===== src/rtl/dma_pkg.sv =====
package dma_pkg;
    typedef enum logic [1:0] {ST_IDLE, ST_FETCH, ST_XFER} dma_st_e;

    localparam logic [2:0] RA_INDEX  = 3'd0;
    localparam logic [2:0] RA_MODIFY = 3'd1;
    localparam logic [2:0] RA_COUNT  = 3'd2;
    localparam logic [2:0] RA_CHAIN  = 3'd3;
    localparam logic [2:0] RA_CTRL   = 3'd4;
endpackage


===== src/rtl/dma_step.sv =====
// Address and count stepping for one transferred word.
module dma_step #(
    parameter int AW = 16,
    parameter int CW = 16
) (
    input  logic [AW-1:0] idx,
    input  logic [AW-1:0] mdf,
    input  logic [CW-1:0] cnt,
    output logic [AW-1:0] idx_nx,
    output logic [CW-1:0] cnt_nx,
    output logic          last
);
    assign idx_nx = idx + mdf;
    assign cnt_nx = cnt - CW'(1);
    assign last   = (cnt == CW'(1));
endmodule


===== src/rtl/dma_desc_split.sv =====
// Splits the first descriptor word into next pointer and direction.
module dma_desc_split #(
    parameter int AW = 16,
    parameter int DW = 32
) (
    input  logic [DW-1:0] word,
    output logic [AW-1:0] nptr,
    output logic          wr_mem
);
    assign nptr   = {word[AW-1:1], 1'b0};
    assign wr_mem = word[0];

    generate
        if (DW > AW) begin : g_hi
            logic unused_hi;
            assign unused_hi = ^word[DW-1:AW];
        end
    endgenerate
endmodule


===== src/rtl/chain_dma.sv =====
module chain_dma #(
    parameter int AW = 16,
    parameter int DW = 32,
    parameter int CW = 16
) (
    input  logic          clk,
    input  logic          rst_n,
    input  logic          reg_we,
    input  logic [2:0]    reg_addr,
    input  logic [DW-1:0] reg_wdata,
    output logic [DW-1:0] reg_rdata,
    output logic          mem_req,
    output logic          mem_we,
    output logic [AW-1:0] mem_addr,
    output logic [DW-1:0] mem_wdata,
    input  logic [DW-1:0] mem_rdata,
    output logic          per_rd,
    input  logic [DW-1:0] per_rdata,
    output logic          per_wr,
    output logic [DW-1:0] per_wdata,
    output logic          busy,
    output logic          irq
);
    import dma_pkg::*;

    typedef struct packed {
        dma_st_e       st;
        logic [AW-1:0] idx;
        logic [AW-1:0] mdf;
        logic [CW-1:0] cnt;
        logic [AW-1:0] cp;
        logic [AW-1:0] nxt;
        logic [1:0]    wsel;
        logic          en;
        logic          chain;
        logic          dir;
        logic          irq;
    } dma_state_t;

    dma_state_t q, d;

    logic [AW-1:0] idx_nx;
    logic [CW-1:0] cnt_nx;
    logic          last;
    logic [AW-1:0] dsc_nptr;
    logic          dsc_wr;
    logic          unused_top;

    assign unused_top = ^{reg_wdata, mem_rdata};

    dma_step #(.AW(AW), .CW(CW)) u_step (
        .idx(q.idx), .mdf(q.mdf), .cnt(q.cnt),
        .idx_nx(idx_nx), .cnt_nx(cnt_nx), .last(last)
    );

    dma_desc_split #(.AW(AW), .DW(DW)) u_split (
        .word(mem_rdata), .nptr(dsc_nptr), .wr_mem(dsc_wr)
    );

    always_comb begin
        d         = q;
        d.irq     = 1'b0;
        mem_req   = 1'b0;
        mem_we    = 1'b0;
        mem_addr  = q.idx;
        mem_wdata = per_rdata;
        per_rd    = 1'b0;
        per_wr    = 1'b0;
        case (q.st)
            ST_IDLE: begin
                if (reg_we) begin
                    case (reg_addr)
                        RA_INDEX:  d.idx = reg_wdata[AW-1:0];
                        RA_MODIFY: d.mdf = reg_wdata[AW-1:0];
                        RA_COUNT:  d.cnt = reg_wdata[CW-1:0];
                        RA_CHAIN:  d.cp  = reg_wdata[AW-1:0];
                        RA_CTRL: begin
                            d.en    = reg_wdata[0];
                            d.chain = reg_wdata[1];
                            d.dir   = reg_wdata[2];
                            if (reg_wdata[0] && !q.en) begin
                                if (reg_wdata[1]) begin
                                    if (q.cp == '0) begin
                                        d.irq = 1'b1;
                                    end else begin
                                        d.st   = ST_FETCH;
                                        d.wsel = 2'd0;
                                    end
                                end else if (q.cnt == '0) begin
                                    d.irq = 1'b1;
                                end else begin
                                    d.st = ST_XFER;
                                end
                            end
                        end
                        default: ;
                    endcase
                end
            end
            ST_FETCH: begin
                mem_req  = 1'b1;
                mem_addr = q.cp + AW'(q.wsel);
                d.wsel   = q.wsel + 2'd1;
                case (q.wsel)
                    2'd0: begin
                        d.nxt = dsc_nptr;
                        d.dir = dsc_wr;
                    end
                    2'd1: d.cnt = mem_rdata[CW-1:0];
                    2'd2: d.mdf = mem_rdata[AW-1:0];
                    default: begin
                        d.idx = mem_rdata[AW-1:0];
                        if (q.cnt != '0) begin
                            d.st = ST_XFER;
                        end else if (q.nxt != '0) begin
                            d.cp = q.nxt;
                        end else begin
                            d.st  = ST_IDLE;
                            d.irq = 1'b1;
                        end
                    end
                endcase
            end
            ST_XFER: begin
                mem_req = 1'b1;
                mem_we  = q.dir;
                per_rd  = q.dir;
                per_wr  = !q.dir;
                d.idx   = idx_nx;
                d.cnt   = cnt_nx;
                if (last) begin
                    if (q.chain && q.nxt != '0) begin
                        d.st   = ST_FETCH;
                        d.cp   = q.nxt;
                        d.wsel = 2'd0;
                    end else begin
                        d.st  = ST_IDLE;
                        d.irq = 1'b1;
                    end
                end
            end
            default: d.st = ST_IDLE;
        endcase
    end

    always_ff @(posedge clk or negedge rst_n) begin
        if (!rst_n) begin
            q <= '0;
        end else begin
            q <= d;
        end
    end

    always_comb begin
        case (reg_addr)
            RA_INDEX:  reg_rdata = DW'(q.idx);
            RA_MODIFY: reg_rdata = DW'(q.mdf);
            RA_COUNT:  reg_rdata = DW'(q.cnt);
            RA_CHAIN:  reg_rdata = DW'(q.cp);
            RA_CTRL:   reg_rdata = DW'({q.dir, q.chain, q.en});
            default:   reg_rdata = '0;
        endcase
    end

    assign per_wdata = mem_rdata;
    assign busy      = (q.st != ST_IDLE);
    assign irq       = q.irq;
endmodule


===== config.mk =====
export PLATFORM = sky130hd
export DESIGN_NAME = chain_dma
export DESIGN_NICKNAME = d
export VERILOG_FILES = /design/src/rtl/dma_pkg.sv /design/src/rtl/dma_step.sv /design/src/rtl/dma_desc_split.sv /design/src/rtl/chain_dma.sv
export SDC_FILE = /design/constraint.sdc
export NUM_CORES = 1
export LEC_CHECK = 0
export ABC_CLOCK_PERIOD_IN_PS = 3180
export BUFFER_PORTS_ARGS = -buffer_cell sky130_fd_sc_hd__buf_2
export CAP_MARGIN = 20
export CORE_ASPECT_RATIO = 1.1
export CORE_MARGIN = 1
export CORE_UTILIZATION = 53
export DETAILED_ROUTE_END_ITERATION = 8
export GPL_ROUTABILITY_DRIVEN = 0
export PLACE_DENSITY = 0.86
export SETUP_SLACK_MARGIN = 0.4
export SLEW_MARGIN = 20
export SYNTH_ARGS = -nofsm -noshare
export SYNTH_HDL_FRONTEND = slang
export SYNTH_HIERARCHICAL = 1
export SYNTH_SLANG_ARGS = --single-unit

===== constraint.sdc =====
create_clock -name clk -period 3.18 [get_ports clk]
set_clock_uncertainty 0.1 [all_clocks]
set_input_delay 0 -clock clk [delete_from_list [all_inputs] [get_ports clk]]
set_output_delay 0 -clock clk [all_outputs]
set_load 0.005 [all_outputs]

# ---- After elaboration in Yosys (flattened, before gate mapping)
# Index checks and enable logic that the tools add are counted.
dict set report op_classes {
  n_addsub 4
  eq_ne 29
  mux 51
  reduce_logical 25
}
# operator n
set ops {}
lappend ops {{$mux 16} 12}
lappend ops {{$pmux 32 s3} 1}
lappend ops {{$pmux 16 s5} 1}
lappend ops {{$mux 66} 1}
lappend ops {{$pmux 16 s3} 1}
lappend ops {{$logic_not 16->1} 2}
lappend ops {{$pmux 16 s2} 1}
lappend ops {{$reduce_bool 16->1} 2}
lappend ops {{$ne 2x2->1 const B} 14}
lappend ops {{$mux 2} 13}
lappend ops {{$reduce_and 8->1} 3}
lappend ops {{$mux 18} 1}
lappend ops {{$add 16x16->16} 1}
lappend ops {{$add 16x2->16} 1}
lappend ops {{$eq 16x1->1 const B} 1}
lappend ops {{$reduce_and 4->1} 4}
lappend ops {{$sub 16x1->16 const B} 1}
lappend ops {{$mux 1} 14}
lappend ops {{$mux 6} 2}
lappend ops {{$pmux 2 s3} 2}
lappend ops {{$ne 3x3->1 const B} 3}
lappend ops {{$eq 3x2->1 const B} 2}
lappend ops {{$ne 2x1->1 const B} 3}
lappend ops {{$eq 2x1->1 const B} 2}
lappend ops {{other kinds (16)} 21}
dict set report word_totals {
  ff_bits 87
  in_bits 102
  elab_cells 120
}

# ---- Depth between registers and ports, before layout
dict set report logic_depth {
  ltp_word 7
  mapped_depth 11
  depth_no_buf 11
}

# ---- By module
# The synthesis kept the hierarchy.
# mod n_inst cells_each area_per_inst_um2 seq_area_each_um2
set modules_own_cells {}
lappend modules_own_cells {chain_dma 1 682 6043.3 2202.1}
lappend modules_own_cells {dma_step 1 135 1001.0 0.0}
lappend modules_own_cells {dma_desc_split 1 18 131.4 0.0}

# ---- Worst setup path before layout
# Ideal clock, no wire load.
dict set report synth_path {
  path_type {flip-flop to flip-flop}
  from {reg q[70] (netlist bit)}
  to {reg q[82] (netlist bit)}
  arrival_time_ns 2.444
  t_required_ns 2.955
  slack_ns 0.511
  stages_incl_launch_ff 12
  cell_sequence {dfrtp_1 ha_1 fa_1 a21oi_1 o21ai_2 a2111oi_4 o21ai_1 a31oi_1 xnor2_1 nand2_1 a31oi_1 mux2_2}
}
dict set report synth_between {
  elab_chain_cells 2
}
# item line_no
set synth_rtl {}
lappend synth_rtl {{from (decl)} chain_dma.sv:40} ;# dma_state_t q, d;
lappend synth_rtl {{from (signal assigned)} chain_dma.sv:148} ;# q <= '0;
lappend synth_rtl {{from (signal assigned)} chain_dma.sv:150} ;# q <= d;
lappend synth_rtl {{$add 16x16->16} dma_step.sv:13} ;# assign idx_nx = idx + mdf;
lappend synth_rtl {{named net idx_nx[12]} chain_dma.sv:42} ;# logic [AW-1:0] idx_nx;
lappend synth_rtl {{$pmux 16 s3} chain_dma.sv:69} ;# case (q.st)
# The timed path passes the listed nets, and every way through them passes these cells.
# A chain may end at the register's enable or synchronous reset.

# ---- Final worst setup path
# Ends and elaborated chain as after synthesis.

==> results.md <==
- Status: complete, no violations
- Nets: 1051
- Die Y: 124 microns
- Post-DP HPWL: 14400 microns
- RSZ-0062 raised after global routing: yes
- Die width: 113 microns
- Share of layout cells above drive strength 1: between 20% and 30%
- Number of global-route vias before repair: 6422
- FF/Latch Area: 0.00221 sq mm
- Starting DRT DRC Count: 830
- Number of synthesized flops with an enable pin: 0
- Hold_ws: 7.70 ps
- Reg clk slew, reported paths: 70 ps
- Critical path class: reg2reg
- Commonest non-fill, non-tap cells in the layout: 124 x nand2_1, 90 x buf_2, 84 x dfrtp_1
- Post-synth top flop: dfrtp_1
- WL/cell: just over 20 microns
- Boundary pin count: 220
- P_leak: about 3.7 nW
- Syn Inst Count: 835
- # DRC: 0
- Fin crit period: 2880 ps
- Ant diodes: 0
- Total GRT Usage: 30.8%
- Placement-stage worst setup slack: slightly below 200 ps
- Synthesis-to-finish area growth: 17.7%
- Number of synthesized register bits: 88
- Initial Util: 54.3%
- Avg Cell Area, Syn: approximately 8.6 sq um
- Final setup violating endpoints: 0
- Num CTS Buffers: 9
- Critical path launch point type: register
- Worst Path Max Fanout: 4
- Routed vias: 6810
- Area of the mapped netlist: 0.00718 sq mm
- Final Max Tran Viols: 0
- # fillers: 1016
- Final WS setup: 298 ps
- Post-route insts no fill: 1086
- I/O Buffers: 91
- Initial antenna violation count: 1
- Final Cell Area: 0.00844 sq mm
- Antenna Nets Post-Route: 0
- Placement Rows: between 40 and 50
- DRT Pass-1 Iters: 5
- Core area: approximately 0.013 sq mm
- Clk_lat worst skew: roughly 350 ps
- Max_cap viols: 0
- F_max: ~350 MHz
- Via density: 6.27
- Asr flop ratio synth: 100%
- CTS tree: built
- First-pass GRT wire length: 33200 microns
- Cell Area, Placed: 0.00708 sq mm
- WP data arrival: around 3000 ps
- Yosys warnings: 6
- Sink Count: just under 90
- Remaining global-route overflow: 0
- Hold Violations, Final: 0
- Power, Total: 9.73 mW
- Leading cell type in the layout, fill and taps excluded: nand2_1
- Seq/Total Area, Yosys: 30.7%
- Detailed Route WL: 21900 microns
- Setup TNS: 0 ps
- Largest net degree at the start of global routing: 45
- Unique masters post-synth: 58
- Max-slew headroom: approximately a quarter
- Critical Path RT: 3320 ps
- DIE AREA: 0.0140 sq mm
- Inst Count DP: 978
- HP Class: in2async
- Slew of the pin with the lowest slew margin: 1130 ps
- Util after Layout: 63.9%
- Crit end category: register
- Htree depth: 3
- Worst vdd ir: ~0.59 mV
- Maximum root-to-sink buffer count: 2
- CTS root buffer: clkbuf_16
- Multi-input gate area: around 0.0041 sq mm
- Final clock period utilization by the worst path: 90.6%
- PwrDens: 1150 mW/mm^2
cells in the mapped netlist (all sizes together), types with 2 or more instances:
| cell | count | area (sq um) |
|---|---|---|
| and2 | 3 | 18.8 |
| a32oi | 2 | 17.5 |
| nor2 | 67 | 251 |
| buf | 111 | 826 |
| o21a | 4 | 30.0 |
| o22ai | 4 | 25.0 |
| fa | 2 | 40.0 |
| dfrtp | 88 | 2200 |
| ha | 27 | 338 |
| a22oi | 33 | 248 |
| mux2 | 71 | 837 |
| xor2 | 22 | 193 |
| nand2 | 125 | 469 |
| mux2i | 4 | 40.0 |
| a31oi | 49 | 307 |
| a2111oi | 3 | 63.8 |
| nand4 | 4 | 25.0 |
| o31ai | 4 | 40.0 |
| o21ai | 28 | 144 |
| nand2b | 3 | 18.8 |
| nand3 | 14 | 70.1 |
| clkbuf | 27 | 101 |
| xnor2 | 18 | 158 |
| inv | 36 | 135 |
| nor2b | 7 | 51.3 |
| a21oi | 32 | 171 |
| nor4 | 16 | 125 |
| o21bai | 2 | 15.0 |
| nor3b | 4 | 30.0 |
| nor3 | 7 | 35.0 |
| and3 | 2 | 12.5 |
| conb | 2 | 7.51 |
| a21o | 2 | 15.0 |
final timing paths:
check | from | endpoint | slack [ps] | cells after the start
hold reg to reg | q[16]$_DFFE_PN0P_ | q[16]$_DFFE_PN0P_ | 440 | 1
hold / removal | rst_n | q[86]$_DFFE_PN0P_ | 8 | 2
setup / recovery | q[70]$_DFFE_PN0P_ | q[82]$_DFFE_PN0P_ | 300 | 11
setup reg to reg | q[70]$_DFFE_PN0P_ | q[82]$_DFFE_PN0P_ | 300 | 11
max in group asynchronous | rst_n | q[51]$_DFFE_PN0P_ | 2170 | 3
min in group clk | reg_we | q[3]$_DFFE_PN0P_ | 250 | 4
metal layers:
layer	track usage [%]	routed length, microns	vias up
li1	-	-	2973
met1	36.2	8080	3228
met2	52.9	10400	508
met3	5.99	2310	101
met4	17.8	1140	0
met5	1.11	0	-
cells by family (layout without fill, tap and decap cells):
family | after synthesis | count (layout) | synth area share (%)
other cells | 2 | 17 | 0.105
buf+inv | 174 | 249 | 14.8
simple gates | 258 | 258 | 16.2
mux | 75 | 75 | 12.2
flops | 88 | 88 | 30.7
compound gates | 169 | 169 | 15.9
fa+ha+maj | 29 | 29 | 5.27
xor+xnor | 40 | 40 | 4.88
layout make-up:
type	count	area share [%]
clock buffer	11	2.99
tap	161	2.39
multi-input combinational	588	48.8
timing repair buffer	197	17.4
sequential	88	26.1
clock inverter	5	0.652
inverter	36	1.60
state kept, by name, indices dropped and copies added (netlist names):
register / count
q: 87
irq: 1
worst max-delay path, stage by stage, from the launching register on:
cell and delay [ps]:
dfrtp_1 420, ha_2 230, fa_2 380, a21oi_4 170
o21ai_4 80, a2111oi_4 490, o21ai_1 140, a31oi_1 210
xnor2_1 90, nand2_1 80, a31oi_1 90, mux2_4 280
power breakdown:
part           leakage, nW  internal (mW)  switching, mW
combinational         2.53           2.81           3.25
sequential            1.04           1.71          0.844
clock                0.148          0.649          0.465
total                 3.72           5.17           4.56
repair_timing:
action / 4_1_cts / 5_1_grt
setup endpoints to repair: 22 / 29
hold buffers: 81 / 0
pin swaps: 4 / 18
gates resized for setup: 10 / 31
buffers inserted: 1 / 10
hold endpoints to repair: 170 / 0
No activity file was read; power rests on OpenSTA's default activity.
